`config.mk`:
```
export PLATFORM = sky130hd
export DESIGN_NAME = phy_cfg_port_slave
export DESIGN_NICKNAME = d
export VERILOG_FILES = /design/src/rtl/phy_cfg_pkg.sv /design/src/rtl/phy_cfg_edge_sync.sv /design/src/rtl/phy_cfg_reg_bank.sv /design/src/rtl/phy_cfg_port_slave.sv
export SDC_FILE = /design/constraint.sdc
export NUM_CORES = 1
export LEC_CHECK = 0
export BUFFER_PORTS_ARGS = -buffer_cell sky130_fd_sc_hd__buf_4
export CAP_MARGIN = 20
export CORE_MARGIN = 4
export CORE_UTILIZATION = 35
export DETAILED_ROUTE_END_ITERATION = 12
export PLACE_DENSITY = 0.55
export SYNTH_ARGS = -nofsm -noshare
export SYNTH_HDL_FRONTEND = slang
export SYNTH_SLANG_ARGS = --single-unit
```
`constraint.sdc`:
```
create_clock -name clk -period 2.5 [get_ports clk]
set_input_delay 0.5 -clock clk [delete_from_list [all_inputs] [get_ports clk]]
set_output_delay 0.5 -clock clk [all_outputs]
set_load 0.05 [all_outputs]
```
`src/rtl/phy_cfg_pkg.sv`:
```
package phy_cfg_pkg;

    localparam int BYTE_W = 8;

    localparam logic [BYTE_W-1:0] CODE_NORMAL   = 8'h00;
    localparam logic [BYTE_W-1:0] CODE_CLK_LANE = 8'h34;
    localparam logic [BYTE_W-1:0] CODE_SETTLE   = 8'h75;

    // Data-lane codes: lanes 0/1 at 0x44/0x54, lanes 2/3 at 0x84/0x94.
    function automatic logic [BYTE_W-1:0] lane_code(input int idx);
        logic [BYTE_W-1:0] base;
        logic [BYTE_W-1:0] step;
        if (idx < 2) begin
            base = 8'h44;
            step = BYTE_W'(16 * idx);
        end else begin
            base = 8'h84;
            step = BYTE_W'(16 * (idx - 2));
        end
        return base + step;
    endfunction

    // Register slot layout inside the bank: slot 0 clock lane, slot 1 settle,
    // slots 2.. data lanes.
    function automatic logic [BYTE_W-1:0] slot_code(input int slot);
        if (slot == 0) return CODE_CLK_LANE;
        if (slot == 1) return CODE_SETTLE;
        return lane_code(slot - 2);
    endfunction

    typedef struct packed {
        logic [BYTE_W-1:0] code;
        logic              normal;
    } port_ctl_t;

endpackage

```
`src/rtl/phy_cfg_edge_sync.sv`:
```
module phy_cfg_edge_sync #(
    parameter int STAGES = 2
) (
    input  logic clk,
    input  logic rst_n,
    input  logic async_in,
    output logic rise,
    output logic fall
);
    // STAGES synchroniser flops plus one history flop for edge detection.
    localparam int DEPTH = STAGES + 1;

    logic [DEPTH-1:0] chain_d, chain_q;

    always_comb begin
        chain_d = {chain_q[DEPTH-2:0], async_in};
    end

    always_ff @(posedge clk or negedge rst_n) begin
        if (!rst_n) chain_q <= '0;
        else        chain_q <= chain_d;
    end

    assign rise =  chain_q[STAGES-1] & ~chain_q[STAGES];
    assign fall = ~chain_q[STAGES-1] &  chain_q[STAGES];
endmodule

```
`src/rtl/phy_cfg_reg_bank.sv`:
```
module phy_cfg_reg_bank
    import phy_cfg_pkg::*;
#(
    parameter int NUM_LANES = 4
) (
    input  logic                        clk,
    input  logic                        rst_n,
    input  logic                        clr,
    input  logic                        wr_en,
    input  logic [BYTE_W-1:0]           sel_code,
    input  logic [BYTE_W-1:0]           wr_data,
    output logic [BYTE_W-1:0]           rd_data,
    output logic [BYTE_W-1:0]           clk_lane_cfg,
    output logic [NUM_LANES*BYTE_W-1:0] data_lane_cfg,
    output logic [BYTE_W-1:0]           settle_cfg
);
    localparam int NREG = NUM_LANES + 2;

    logic [BYTE_W-1:0] regs_d [NREG];
    logic [BYTE_W-1:0] regs_q [NREG];
    logic [NREG-1:0]   hit;

    for (genvar g = 0; g < NREG; g++) begin : g_dec
        assign hit[g] = (sel_code == slot_code(g));
    end

    always_comb begin
        for (int i = 0; i < NREG; i++) begin
            if (clr)                   regs_d[i] = '0;
            else if (wr_en && hit[i])  regs_d[i] = wr_data;
            else                       regs_d[i] = regs_q[i];
        end
    end

    always_ff @(posedge clk or negedge rst_n) begin
        if (!rst_n) begin
            for (int i = 0; i < NREG; i++) regs_q[i] <= '0;
        end else begin
            for (int i = 0; i < NREG; i++) regs_q[i] <= regs_d[i];
        end
    end

    always_comb begin
        rd_data = '0;
        for (int i = 0; i < NREG; i++) begin
            rd_data = rd_data | (regs_q[i] & {BYTE_W{hit[i]}});
        end
    end

    assign clk_lane_cfg = regs_q[0];
    assign settle_cfg   = regs_q[1];
    for (genvar l = 0; l < NUM_LANES; l++) begin : g_lane
        assign data_lane_cfg[l*BYTE_W +: BYTE_W] = regs_q[l + 2];
    end
endmodule

```
`src/rtl/phy_cfg_port_slave.sv`:
```
module phy_cfg_port_slave
    import phy_cfg_pkg::*;
#(
    parameter int NUM_LANES   = 4,
    parameter int SYNC_STAGES = 2
) (
    input  logic                        clk,
    input  logic                        rst_n,
    input  logic                        test_clk,
    input  logic                        test_en,
    input  logic                        test_clr,
    input  logic [7:0]                  test_din,
    output logic [7:0]                  test_dout,
    output logic [7:0]                  clk_lane_cfg,
    output logic [NUM_LANES*8-1:0]      data_lane_cfg,
    output logic [7:0]                  settle_cfg,
    output logic                        normal_mode
);
    logic      tclk_rise, tclk_fall;
    logic      wr_en;
    port_ctl_t ctl_d, ctl_q;
    logic [BYTE_W-1:0] cur_code;

    phy_cfg_edge_sync #(.STAGES(SYNC_STAGES)) u_sync (
        .clk      (clk),
        .rst_n    (rst_n),
        .async_in (test_clk),
        .rise     (tclk_rise),
        .fall     (tclk_fall)
    );

    always_comb begin
        ctl_d = ctl_q;
        wr_en = 1'b0;
        if (test_clr) begin
            ctl_d.code   = CODE_NORMAL;
            ctl_d.normal = 1'b1;
        end else if (tclk_fall && test_en) begin
            ctl_d.code = test_din;
            if (test_din != CODE_NORMAL) ctl_d.normal = 1'b0;
        end else if (tclk_rise && !test_en) begin
            wr_en = 1'b1;
            if (ctl_q.code == CODE_NORMAL) ctl_d.normal = 1'b1;
        end
    end

    always_ff @(posedge clk or negedge rst_n) begin
        if (!rst_n) begin
            ctl_q.code   <= CODE_NORMAL;
            ctl_q.normal <= 1'b1;
        end else begin
            ctl_q <= ctl_d;
        end
    end

    assign cur_code    = ctl_q.code;
    assign normal_mode = ctl_q.normal;

    phy_cfg_reg_bank #(.NUM_LANES(NUM_LANES)) u_bank (
        .clk           (clk),
        .rst_n         (rst_n),
        .clr           (test_clr),
        .wr_en         (wr_en),
        .sel_code      (cur_code),
        .wr_data       (test_din),
        .rd_data       (test_dout),
        .clk_lane_cfg  (clk_lane_cfg),
        .data_lane_cfg (data_lane_cfg),
        .settle_cfg    (settle_cfg)
    );
endmodule

```
# After elaboration in Yosys (flattened, before gate mapping)
# Index checks and enable logic that the tools add are counted.
# op_classes
n_eq_ne	7
mux	21
bitwise_logic	15
n_reduce_logical	21
# ops
op	count
8-bit 2-to-1 mux	13
8-bit bitwise AND	6
8-bit OR	5
8-bit by 7-bit == test with 1-bit output (second input constant)	3
8-bit == test (second input constant)	2
2-bit nonzero test	7
9-bit 2-to-1 mux	1
8-bit by 6-bit == test with 1-bit output (second input constant)	1
1-bit logical AND	8
8-bit logical NOT	1
8-bit nonzero test	1
1-bit 2-to-1 mux	7
3-bit nonzero test	2
3-bit by 2-bit != test with 1-bit output (second input constant)	1
3-bit AND reduction	1
1-bit bitwise AND	2
1-bit inverter	2
1-bit logical NOT	1
# word_totals
ff_bits	60
inputBits	13
output_inout_bits	57
word_cells	73

# Depth between registers and ports, before layout
# logic_depth
depth_word	9
mapped_depth	7

# Hierarchy
# Synthesis repeated with hierarchy kept, for this count alone.
# unflattened
hier_cells	263
hier_area_um2	2949.1
# modules_own_cells
mod	instances	cells_each	area_each_um2	seq_area_each_um2
phy_cfg_reg_bank	1	211	2406.1	1201.2
phy_cfg_port_slave	1	47	452.9	226.5
phy_cfg_edge_sync	1	5	90.1	75.1

# Worst setup path before layout
# Ideal clock, no wire load.
# synth_timing
path_type	register to output
from	register ctl_q (netlist bit cur_code[0])
to	output port test_dout[0]
arrival_ns	1.753
t_required_ns	2.000
path_slack_ns	0.247
path_stages_with_launch	5
path_cell_list	dfrtp_1 nor3_1 a22oi_1 o22ai_1 a221o_1
# synth_via
elab_chain_len	7
elab_cells_between_ends	17
cone_classes	eq/ne: 6; bitwise: 11
# synth_rtl
element	line	text
start: declaration	phy_cfg_port_slave.sv:21	port_ctl_t ctl_d, ctl_q;
start signal: assignment	phy_cfg_port_slave.sv:52	ctl_q <= ctl_d;
8-bit by 6-bit == test with 1-bit output or 8-bit by 7-bit == test with 1-bit output (tied branches)	phy_cfg_reg_bank.sv:24	assign hit[g] = (sel_code == slot_code(g));
8-bit bitwise AND	phy_cfg_reg_bank.sv:46	rd_data = rd_data | (regs_q[i] & {BYTE_W{hit[i]}});
8-bit OR (4 in series)	phy_cfg_reg_bank.sv:46	
8-bit OR (*)	phy_cfg_reg_bank.sv:46	
end: declaration	phy_cfg_port_slave.sv:13	output logic [7:0] test_dout,
# Mark *: on every way between the ends. The rest lies on a longest branch, timed or not.

# Worst setup path in the final report
# layout_timing
from	register ctl_q (netlist bit cur_code[0])
to	output port test_dout[6]
# The elaborated chain is that of the path after synthesis.

==> results.cfg <==
[cells_and_area]
layout.nets = 353
stdcell_count = 450
n_antenna_cell = 0
area_delta_synth_final_pct = 30.9
drive_above_1_share_pct = 40.0
layout.cells.most_common_list = 85 x buf_4, 57 x dfrtp_1, 56 x mux2i_1, 56 x nor2_1, 10 x clkbuf_8
final_common_cell = buf_4

[critical_path]
critPathLaunchType = register
worstPathArrival_ns = 1.97
ff2ff_setup_slack_ns = 0.63
cp_data_required_time_ns = 2.00
crit_path_end_kind = output port
crit_top_cell = buf_4
critPathMaxStageDelay_ns = 0.42
slowest_stage = dfrtp_1
worstSetupPathType = reg -> out
cp_max_fo = 6
crit_chain = buf_4 > nor2_2 > nand2_1 > o22ai_1 > a221o_1 > buf_4

[clock_tree]
cts_hold_buf = 0
cts-root-buf = clkbuf_8
clk_pin_slew_ns = 0.07
cts_num_sinks = 60
cts_made_buffers = 9
ctsHtreeMaxLevel = 3
cts_tree = built
clockBufferDepth = 2
clk_latency_ns = 0.33

[sta]
hold_viol = 0
worstMarginPinSlew_ns = 0.757
maxSlewHeadroom_pct = 49.5
fin_crit_ns = 2.47
fmax_ghz = 0.405
finClkSkew_ns = 0.00847
setup_violations = 0
final_max_slew_viol_count = 0
final.period_utilization_pct = 98.7
rsz0062_at_grt = true
final.setup.tns_ns = 0
setup_slack_ns = 0.0318

[power_and_ir_drop]
power_leakage_nw = 2.13
power_density_nw_per_um2 = 482
vdd_drop_max_uv = 214
power_mw = 1.90

[global_route]
track_usage_pct = 17.7
grt_pass1_wl_um = 13700
grt_antenna_before_repair = 0
grt_pass1_vias = 2363
grt_max_degree = 61
grt-ovfl-total = 0

[die]
die_w_um = 101
start_util_pct = 36.3
ioPinCount = 70
rows = 33
chipHeight_um = 101
dieArea_um2 = 10100
core-area_um2 = 8300

[detailed_routing]
drt-pass1-iter-count = 4
dr_wl_met3_um = 536
via_per_inst = 5.27
final_antenna_net_count = 0
drc = 0
dr_total_vias = 2371
drt_iter0_drc = 212
drt_wl_total_um = 8720
top_layer = met4
wl_met1_um = 4120
post_drt_wl_per_cell_um = 19.4
wl_met2_um = 4000

[placed_design]
port_buffers = 69
dp_slack_ns = -0.0205
dp_cells = 424
dp_hpwl_um = 5990
globalplace.congestion = 0.830

[logic_synthesis]
synth-warning-count = 0
syn_inst = 263
syn_area_um2 = 3010
ys_seq_area_share_pct = 49.9
synth_cell_types = 37
avgSynthCellArea_um2 = 11.4
ys_ff_latch = 60
syn-num-nets = 276

[run_status]
status = finished, final reports clean

[run]
max_cap_violations = 0

[worst_hold_path]
hold_class = in -> async
[logic make-up after synthesis]
kind of cell,count (synthesis),synth area share [%]
AND/OR/NAND/NOR,89,18.0
multiplexers,56,18.6
flip-flops,60,49.9
AO/OA/AOI/OAI,34,8.60
buffers and inverters,24,4.82
[area by class of cell]
type                    instances  area (µm²)
repair buffers                 89         683
multi-input cells             179        1450
flip-flops and latches         60        1510
clock buffers                  12         145
fillers                       796        4360
inverters                       1        3.75
well taps                     105         131
clock inverters                 4        25.0
[per-stage QoR]
stage          hold slack [ns]  util [%]  area (µm²)
2_1_floorplan            0.204         -        3010
3_3_place_gp             0.341      43.3        3590
3_5_place_dp             0.337      43.3        3590
4_1_cts                  0.260      45.8        3800
5_1_grt                  0.253      47.5        3940
6_report                 0.231      47.5        3940
[cells in the mapped netlist]
master | instances | area (µm²)
dfrtp_1 | 59 | 1480
a22oi_1 | 13 | 97.6
dfstp_2 | 1 | 26.3
nand2b_1 | 1 | 6.26
a2bb2oi_1 | 1 | 8.76
nand3b_1 | 1 | 7.51
o22ai_1 | 7 | 43.8
nor3b_1 | 1 | 7.51
nor3_1 | 1 | 5.00
buf_6 | 6 | 67.6
nor2_1 | 57 | 214
nor4_1 | 3 | 18.8
nor3b_4 | 2 | 37.5
and3_1 | 3 | 18.8
nand3_1 | 2 | 10.0
nor4_4 | 1 | 21.3
nand4_4 | 3 | 63.8
nor4b_4 | 1 | 23.8
a221o_1 | 5 | 50.1
buf_2 | 8 | 40.0
and4_2 | 1 | 10.0
nand4_1 | 1 | 6.26
nand3_2 | 2 | 20.0
a32o_1 | 1 | 10.0
nor2b_1 | 2 | 12.5
a31oi_1 | 1 | 6.26
a221o_2 | 2 | 22.5
nand2_1 | 2 | 7.51
o21ai_0 | 1 | 5.00
inv_1 | 1 | 3.75
and4b_1 | 2 | 20.0
clkbuf_1 | 9 | 33.8
mux2i_1 | 56 | 561
and2_2 | 1 | 7.51
and3b_1 | 1 | 8.76
and4bb_4 | 1 | 16.3
a21oi_1 | 3 | 15.0
[metal layers]
metal	track usage, %	up-vias
met3	4.71	5
met5	0	-
met1	26.3	1189
met2	25.3	80
li1	-	1097
met4	4.66	0
[power breakdown]
part	internal, mW	switching (mW)	leakage (nW)	total, mW
clock network	0.384	0.385	0.0824	0.769
registers	0.979	0.00885	0.823	0.988
logic	0.0490	0.0946	1.22	0.144
[flip-flops by register name, summed over array words and instances (netlist names)]
register and count:
cur_code 8, normal_mode 1, u_bank.settle_cfg 8, u_sync.chain_q 3, u_bank.clk_lane_cfg 8, u_bank.data_lane_cfg 32
[repair_timing]
item                       4_1_cts  5_1_grt
pin swaps                        0        7
setup buffers                    1        9
gates cloned                     0        0
setup endpoints to repair        8        8
resized for setup                8       20
[worst paths after layout]
kind,endpoint,cells after the start,startpoint
min,u_bank.data_lane_cfg[3],1,rst_n
max reg2reg,u_bank.data_lane_cfg[15],6,cur_code[0]
max in group asynchronous,cur_code[7],1,rst_n
min reg2reg,u_sync.chain_q[1],0,u_sync.chain_q[0]
min in group clk,u_sync.chain_q[0],1,test_clk
max,test_dout[6],6,cur_code[0]
[critical path: cells and delay by family, from the launching register on]
family / cells / cell delay (ns)
compound gates: 2 / 0.38
flops: 1 / 0.42
buf+inv: 2 / 0.39
simple gates: 2 / 0.46
No activity file was read; power rests on OpenSTA's default activity.
